File: src/rtl/tcs_pkg.sv
package tcs_pkg;
  // Burst lengths that realise ten's complement by cancellation
  localparam int unsigned LSD_BURST = 10;
  localparam int unsigned DIG_BURST = 9;

  function automatic int unsigned burst_len(input int unsigned lane);
    return (lane == 0) ? LSD_BURST : DIG_BURST;
  endfunction
endpackage

File: src/rtl/tcs_delay.sv
module tcs_delay #(
  parameter int unsigned DEPTH = 10
) (
  input  logic clk,
  input  logic rst_n,
  input  logic din,
  output logic dout
);
  logic [DEPTH-1:0] sh_q;
  logic [DEPTH-1:0] sh_d;

  always_comb begin
    sh_d = {sh_q[DEPTH-2:0], din};
  end

  always_ff @(posedge clk or negedge rst_n) begin
    if (!rst_n) sh_q <= '0;
    else        sh_q <= sh_d;
  end

  assign dout = sh_q[DEPTH-1];
endmodule

File: src/rtl/tcs_burst_gen.sv
module tcs_burst_gen
  import tcs_pkg::*;
#(
  parameter int unsigned N_DIG = 3,
  parameter int unsigned CNT_W = 5
) (
  input  logic             clk,
  input  logic             rst_n,
  input  logic             load,
  input  logic             enable,
  output logic [N_DIG-1:0] gen_spk
);
  for (genvar g = 0; g < N_DIG; g++) begin : g_lane
    localparam logic [CNT_W-1:0] BURST = CNT_W'(burst_len(g));
    logic [CNT_W-1:0] cnt_q;
    logic [CNT_W-1:0] cnt_d;
    logic             cnt_en;

    always_comb begin
      cnt_en = load || (cnt_q != '0);
      cnt_d  = cnt_q;
      if (load)             cnt_d = enable ? BURST : '0;
      else if (cnt_q != '0) cnt_d = cnt_q - 1'b1;
    end

    always_ff @(posedge clk or negedge rst_n) begin
      if (!rst_n)      cnt_q <= '0;
      else if (cnt_en) cnt_q <= cnt_d;
    end

    assign gen_spk[g] = (cnt_q != '0);
  end
endmodule

File: src/rtl/tcs_digit_acc.sv
module tcs_digit_acc
  import tcs_pkg::*;
#(
  parameter int unsigned N_DIG = 3,
  parameter int unsigned CNT_W = 5
) (
  input  logic                   clk,
  input  logic                   rst_n,
  input  logic [N_DIG-1:0]       gen_spk,
  input  logic [N_DIG-1:0]       opd_spk,
  input  logic                   fire,
  output logic [N_DIG*CNT_W-1:0] acc_flat,
  output logic [N_DIG-1:0]       out_spk
);
  localparam logic [CNT_W-1:0] CARRY_LVL = CNT_W'(LSD_BURST);

  logic [CNT_W-1:0] acc_q [N_DIG];
  logic             lsd_carry;

  assign lsd_carry = (acc_q[0] >= CARRY_LVL);

  for (genvar g = 0; g < N_DIG; g++) begin : g_lane
    logic [CNT_W-1:0] acc_d;
    logic             acc_en;
    logic             inc;
    logic [CNT_W-1:0] ocnt_q;
    logic [CNT_W-1:0] ocnt_d;
    logic             ocnt_en;
    logic [CNT_W-1:0] fire_val;

    // coincident burst and operand spikes annihilate
    assign inc = gen_spk[g] ^ opd_spk[g];

    always_comb begin
      acc_en = fire || inc;
      acc_d  = fire ? '0 : acc_q[g] + 1'b1;
    end

    always_ff @(posedge clk or negedge rst_n) begin
      if (!rst_n)      acc_q[g] <= '0;
      else if (acc_en) acc_q[g] <= acc_d;
    end

    if (g == 0) begin : g_lsd
      assign fire_val = lsd_carry ? '0 : acc_q[g];
    end else if (g == 1) begin : g_next
      assign fire_val = acc_q[g] + {{(CNT_W-1){1'b0}}, lsd_carry};
    end else begin : g_upper
      assign fire_val = acc_q[g];
    end

    always_comb begin
      ocnt_en = fire || (ocnt_q != '0);
      ocnt_d  = fire ? fire_val : ocnt_q - 1'b1;
    end

    always_ff @(posedge clk or negedge rst_n) begin
      if (!rst_n)       ocnt_q <= '0;
      else if (ocnt_en) ocnt_q <= ocnt_d;
    end

    assign out_spk[g] = (ocnt_q != '0);
    assign acc_flat[g*CNT_W +: CNT_W] = acc_q[g];
  end
endmodule

File: src/rtl/ten_cmp_spike.sv
module ten_cmp_spike
  import tcs_pkg::*;
#(
  parameter int unsigned N_DIG   = 3,
  parameter int unsigned CNT_W   = 5,
  parameter int unsigned FWD_DLY = 10
) (
  input  logic             clk,
  input  logic             rst_n,
  input  logic             start,
  input  logic             add_mode,
  input  logic [N_DIG-1:0] b_spk,
  output logic [N_DIG-1:0] out_spk,
  output logic             flag_out
);
  // fire one cycle after the longest burst has been counted
  localparam int unsigned FIRE_DLY = LSD_BURST + 1;

  logic [N_DIG-1:0]       opd_q;
  logic [N_DIG-1:0]       gen_spk;
  logic                   fire;
  logic [N_DIG*CNT_W-1:0] acc_flat;

  always_ff @(posedge clk or negedge rst_n) begin
    if (!rst_n) opd_q <= '0;
    else        opd_q <= b_spk;
  end

  tcs_burst_gen #(.N_DIG(N_DIG), .CNT_W(CNT_W)) u_gen (
    .clk     (clk),
    .rst_n   (rst_n),
    .load    (start),
    .enable  (!add_mode),
    .gen_spk (gen_spk)
  );

  tcs_delay #(.DEPTH(FIRE_DLY)) u_fire_dly (
    .clk   (clk),
    .rst_n (rst_n),
    .din   (start),
    .dout  (fire)
  );

  tcs_digit_acc #(.N_DIG(N_DIG), .CNT_W(CNT_W)) u_acc (
    .clk      (clk),
    .rst_n    (rst_n),
    .gen_spk  (gen_spk),
    .opd_spk  (opd_q),
    .fire     (fire),
    .acc_flat (acc_flat),
    .out_spk  (out_spk)
  );

  tcs_delay #(.DEPTH(FWD_DLY)) u_fwd_dly (
    .clk   (clk),
    .rst_n (rst_n),
    .din   (fire),
    .dout  (flag_out)
  );
endmodule

File: config.mk
export PLATFORM = sky130hd
export DESIGN_NAME = ten_cmp_spike
export DESIGN_NICKNAME = d
export VERILOG_FILES = /design/src/rtl/tcs_pkg.sv /design/src/rtl/tcs_delay.sv /design/src/rtl/tcs_burst_gen.sv /design/src/rtl/tcs_digit_acc.sv /design/src/rtl/ten_cmp_spike.sv
export SDC_FILE = /design/constraint.sdc
export NUM_CORES = 1
export LEC_CHECK = 0
export ABC_AREA = 1
export BUFFER_PORTS_ARGS = -buffer_cell sky130_fd_sc_hd__buf_2
export CORE_ASPECT_RATIO = 0.75
export CORE_UTILIZATION = 66
export DETAILED_ROUTE_END_ITERATION = 16
export GPL_TIMING_DRIVEN = 0
export PLACE_DENSITY = 0.9
export RECOVER_POWER = 25
export SLEW_MARGIN = 5
export SYNTH_ARGS = -nofsm -noshare
export SYNTH_HDL_FRONTEND = slang
export SYNTH_SLANG_ARGS = --single-unit
File: constraint.sdc
create_clock -name clk -period 5.35 [get_ports clk]
set_input_delay 1.605 -clock clk [delete_from_list [all_inputs] [get_ports clk]]
set_output_delay 1.605 -clock clk [all_outputs]
set_load 0.02 [all_outputs]
# [After elaboration in Yosys (flattened, before gate mapping)]
# Index checks and enable logic that the tools add are counted.
[totals] ff_bits=69 latchBits=0 ramBits=0 mem_bits_ro=0 elab_cells=62 mem_count=0
[classes] add_sub_neg=10 n_mul=0 n_div=0 n_lt_le_gt_ge=1 eq_ne=0 shift=0 muxes=15 bitwise_logic=3 reduce_logical=21
[ops] operator="$mux W5" count=13
[ops] operator="$reduce_bool A5 Y1" count=6
[ops] operator="$sub A5 B1 Y5 const B" count=6
[ops] operator="$add A5 B1 Y5 const B" count=3
[ops] operator="$logic_or A1 B1 Y1" count=9
[ops] operator="$mux W4" count=2
[ops] operator="$reduce_and A2 Y1" count=3
[ops] operator="$reduce_bool A2 Y1" count=3
[ops] operator="$add A5 B1 Y5" count=1
[ops] operator="$ge A5 B4 Y1 const B" count=1
[ops] operator="$xor A1 B1 Y1" count=3

# [Logic depth before layout (Yosys ltp)]
[logic_depth] word_depth=3 ltp_mapped=10

# [Hierarchy]
# A second synthesis with hierarchy kept.
[hier_totals] hier_cells=374 hier_area_um2=3319.4
[modules_own_cells] mod="tcs_digit_acc" instances=1 cells_each=248 area_each_um2=1876.8 seq_area_each_um2=750.7
[modules_own_cells] mod="tcs_burst_gen" instances=1 cells_each=101 area_each_um2=838.3 seq_area_each_um2=375.4
[modules_own_cells] mod="tcs_delay (u_fire_dly)" instances=1 cells_each=11 area_each_um2=275.3 seq_area_each_um2=275.3
[modules_own_cells] mod="tcs_delay (u_fwd_dly)" instances=1 cells_each=10 area_each_um2=250.2 seq_area_each_um2=250.2
[modules_own_cells] mod="ten_cmp_spike" instances=1 cells_each=4 area_each_um2=78.8 seq_area_each_um2=75.1

# [Worst setup path before layout]
# No wires, ideal clock.
[synth_path] kind="reg-to-output" startpoint="register u_acc.g_lane[0].ocnt_q[0]" endpoint="output port out_spk[0]" arrival_time_ns=1.048 t_required_ns=3.745 setup_slack_ns=2.697 path_stages_with_launch=6 path_buffers=0 path_cell_list="dfrtp_1 > inv_1 > ha_1 > inv_1 > nor3_1 > nand2_1"
[synth_between] elab_chain_len=1
[synth_rtl] item="start, declared" line="tcs_digit_acc.sv:26" source="logic [CNT_W-1:0] ocnt_q;"
[synth_rtl] item="start signal, assigned" line="tcs_digit_acc.sv:59" source="else if (ocnt_en) ocnt_q <= ocnt_d;"
[synth_rtl] item="$reduce_bool A5 Y1" line="tcs_digit_acc.sv:62" source="assign out_spk[g] = (ocnt_q != '0);"
[synth_rtl] item="end, declared" line="ten_cmp_spike.sv:13" source="output logic [N_DIG-1:0] out_spk,"
# No other way between the ends.

# [Final worst setup path]
# Same ends and word-level chain as after synthesis.

==> out/metrics.csv <==
metric,value,unit
FILL cells,318,
register area share after synthesis,52.2,%
"top cells by count, synth","nand2_1, dfrtp_1, nand3_1, inv_1, nor2_1",
outcome,"complete, no violations",
post-route setup slack,2.17,ns
CTS Buffer Depth,2,
Clock Pin Slew Worst Setup and Hold Paths,0.07,ns
Post-synth EDFFs,0,
port bufs,10,
Finished Core Util,77.5,%
starting density of the core,71.5,%
drt drc,0,
sequential power share,42.4,%
Worst setup SP type,flop,
min-delay worst type,flop to flop,
first-pass GRT wire length,10400,µm
Worst setup EP type,primary output,
initial drt markers,137,
Clk pwr share,24.1,%
"Slew Viols, Final",0,
largest net degree at the start of global routing,70,
Switching Power,646,µW
Tmin final,3.18,ns
drt wl/cell,13.3,µm
antenna violations before repair,0,
Yosys cell types,30,
placer congestion estimate,0.824,
vias in the first global route,2366,
overall routed net length,5960,µm
CP arrival,1.58,ns
via count,2488,
Slew @ Worst Pin,0.826,ns
combinational share of power,33.5,%
final setup fails,0,
RSZ-0062 raised after global routing,false,
"Async S/R FF share, synth",100,%
CP Class,flop to primary output,
warning count from the yosys run,0,
post-synth design cell area,3310,µm²
PwrDens,473,nW/µm²
VDD IR max,374,µV
DP Wirelength,3970,µm
Crit path top cell by count,inv_1,
Mapped Cells,366,
die footprint,5300,µm²
Worst Clk Skew,0.0100,ns
post-synth top area share,52.2,%
dpl cells,433,
total internal power,1.05,mW
Pleak,1.86,nW
syn nets,385,
# resized after CTS,0,
Antenna Cells,0,
synth top area cells,"dfrtp_1, nand2_1, nand3_1, ha_1, inv_1",
H-tree Lvls,3,
crit-path cells,inv_1 > ha_1 > inv_1 > nor3_1 > nand2_1 > buf_2,
Final period util,59.4,%
total CTS buffers,9,
Worst path slowest cell,dfrtp_1,
CP required,3.74,ns
Final Hold Viols,0,
share of layout cells above drive strength 1,14.3,%
post-route ant nets,0,
pre-CTS WS,2.56,ns
clk sink count,69,
Worst slew margin,44.9,%
final std cells w/o fill,448,
die width,83.7,µm
most numerous cell in the Yosys netlist,nand2_1,
Seq cells post-synth,69,
hold buffer count at CTS,0,
GRT Util Overall,25.5,%
FMAX,314,MHz
I/O pin count,11,
clock root buffer,clkbuf_8,
Yosys top cell by area,dfrtp_1,
maxcap violations,0,
gr ovfl total,0,
# Post-CTS Setup Buffers,0,
Rows,21,
switching part of the total power,38.0,%
critical path peak fanout,4,
Slowest Stage Delay on Critical Path,0.39,ns
nets@finish,406,
routed vias/inst,5.55,
clock latency at the later pin of the worst-skew pair,0.35,ns
Synth Area per Inst,9.03,µm²
Die Y,63.3,µm
total power,1.70,mW
final setup TNS,0,ns
DR pass1 iterations,5,
Core ar.,4620,µm²
area grow syn2layout,8.48,%
"Top FF cell, synth",dfrtp_1,
CTS tree,yes,
-- layout by cell type, fill, tap and decap left out, types with 2 or more instances in the layout --
master / netlist / routed
nand4_1: 16 / 17
inv_1: 37 / 37
nand3b_1: 9 / 9
a21boi_1: 2 / 2
nor2_2: 2 / 2
inv_2: 11 / 11
nor2_1: 17 / 17
clkbuf_8: 0 / 9
or2_1: 2 / 2
clkinv_4: 0 / 2
o21ai_1: 13 / 10
o21ai_0: 2 / 5
dfrtp_1: 69 / 69
buf_2: 9 / 17
a211oi_1: 4 / 4
xnor2_1: 4 / 4
xor2_1: 8 / 8
nor3_1: 5 / 5
nor2_4: 2 / 2
nand3_1: 43 / 45
nand2_2: 5 / 2
a21oi_1: 3 / 3
buf_4: 1 / 2
ha_1: 12 / 12
clkinv_2: 0 / 2
nand2_1: 81 / 84
-- kinds of logic after synthesis --
family,count (synthesis),synth area share [%]
AO/OA/AOI/OAI,27,4.92
flip-flops,69,52.2
AND/OR/NAND/NOR,187,27.7
adder cells (fa/ha/maj),12,4.54
buffers and inverters,59,7.38
XOR/XNOR,12,3.18
-- per-stage QoR --
stage	cell area (µm²)	hold slack (ns)
after floorplan	3310	0.331
after global placement	3430	0.335
after detailed placement	3430	0.336
after CTS	3620	0.351
after global routing	3590	0.360
final	3590	0.350
-- worst max-delay path, delay by kind of cell (launching register included) --
family / cells / cell delay [ns]
AND/OR/NAND/NOR: 2 / 0.28
buffers and inverters: 3 / 0.35
flip-flops: 1 / 0.39
adder cells (fa/ha/maj): 1 / 0.22
-- flip-flops by register name, indices dropped and copies added (netlist names) --
name,flops
u_gen.g_lane.cnt_q,15
u_fire_dly.sh_q,11
u_acc.acc_flat,10
u_fwd_dly.sh_q,10
u_acc.g_lane.fire_val,5
u_acc.g_lane.ocnt_q,15
opd_q,3
-- power by group through the flow --
stage | clock, mW | sequential, mW | combinational (mW)
2_1_floorplan | 0 | 0.707 | 0.467
3_3_place_gp | 0 | 0.721 | 0.552
3_5_place_dp | 0 | 0.725 | 0.580
4_1_cts | 0.415 | 0.718 | 0.585
5_1_grt | 0.434 | 0.733 | 0.651
6_report | 0.409 | 0.719 | 0.569
-- metal layers --
metal  share of wire [%]  global-route usage (%)  up-vias
met3                 4.4                    6.82       11
li1                    -                       -     1234
met2                  47                    41.2       57
met1                  47                    32.3     1186
met5                   0                       0        -
met4                 1.7                    12.1        0
-- final timing paths --
check / from / endpoint / slack [ns] / cells past startpoint
worst min-delay path: u_fire_dly.sh_q[8] / u_fire_dly.sh_q[9] / 0.35 / 0
worst min register to register: u_fire_dly.sh_q[8] / u_fire_dly.sh_q[9] / 0.35 / 0
worst max-delay path: u_acc.g_lane[0].ocnt_q[0] / out_spk[0] / 2.17 / 6
worst max register to register: u_acc.acc_flat[0] / u_acc.g_lane[1].ocnt_q[4] / 3.29 / 10
min in group asynchronous: rst_n / u_fwd_dly.sh_q[9] / 1.35 / 1
max in group asynchronous: rst_n / u_acc.g_lane[2].ocnt_q[4] / 3.46 / 1
-- area by class of cell --
type / count / area (µm²) / share of cell area (%)
flip-flops and latches: 69 / 1730 / 48.2
multi-input cells: 238 / 1300 / 36.4
inverters: 48 / 180 / 5.02
clock buffers: 9 / 124 / 3.45
well taps: 57 / 71.3 / 1.99
clock inverters: 6 / 65.1 / 1.81
plain buffers: 11 / 62.6 / 1.74
repair buffers: 10 / 52.6 / 1.47
Note: power is estimated with default switching activity, not from simulation.
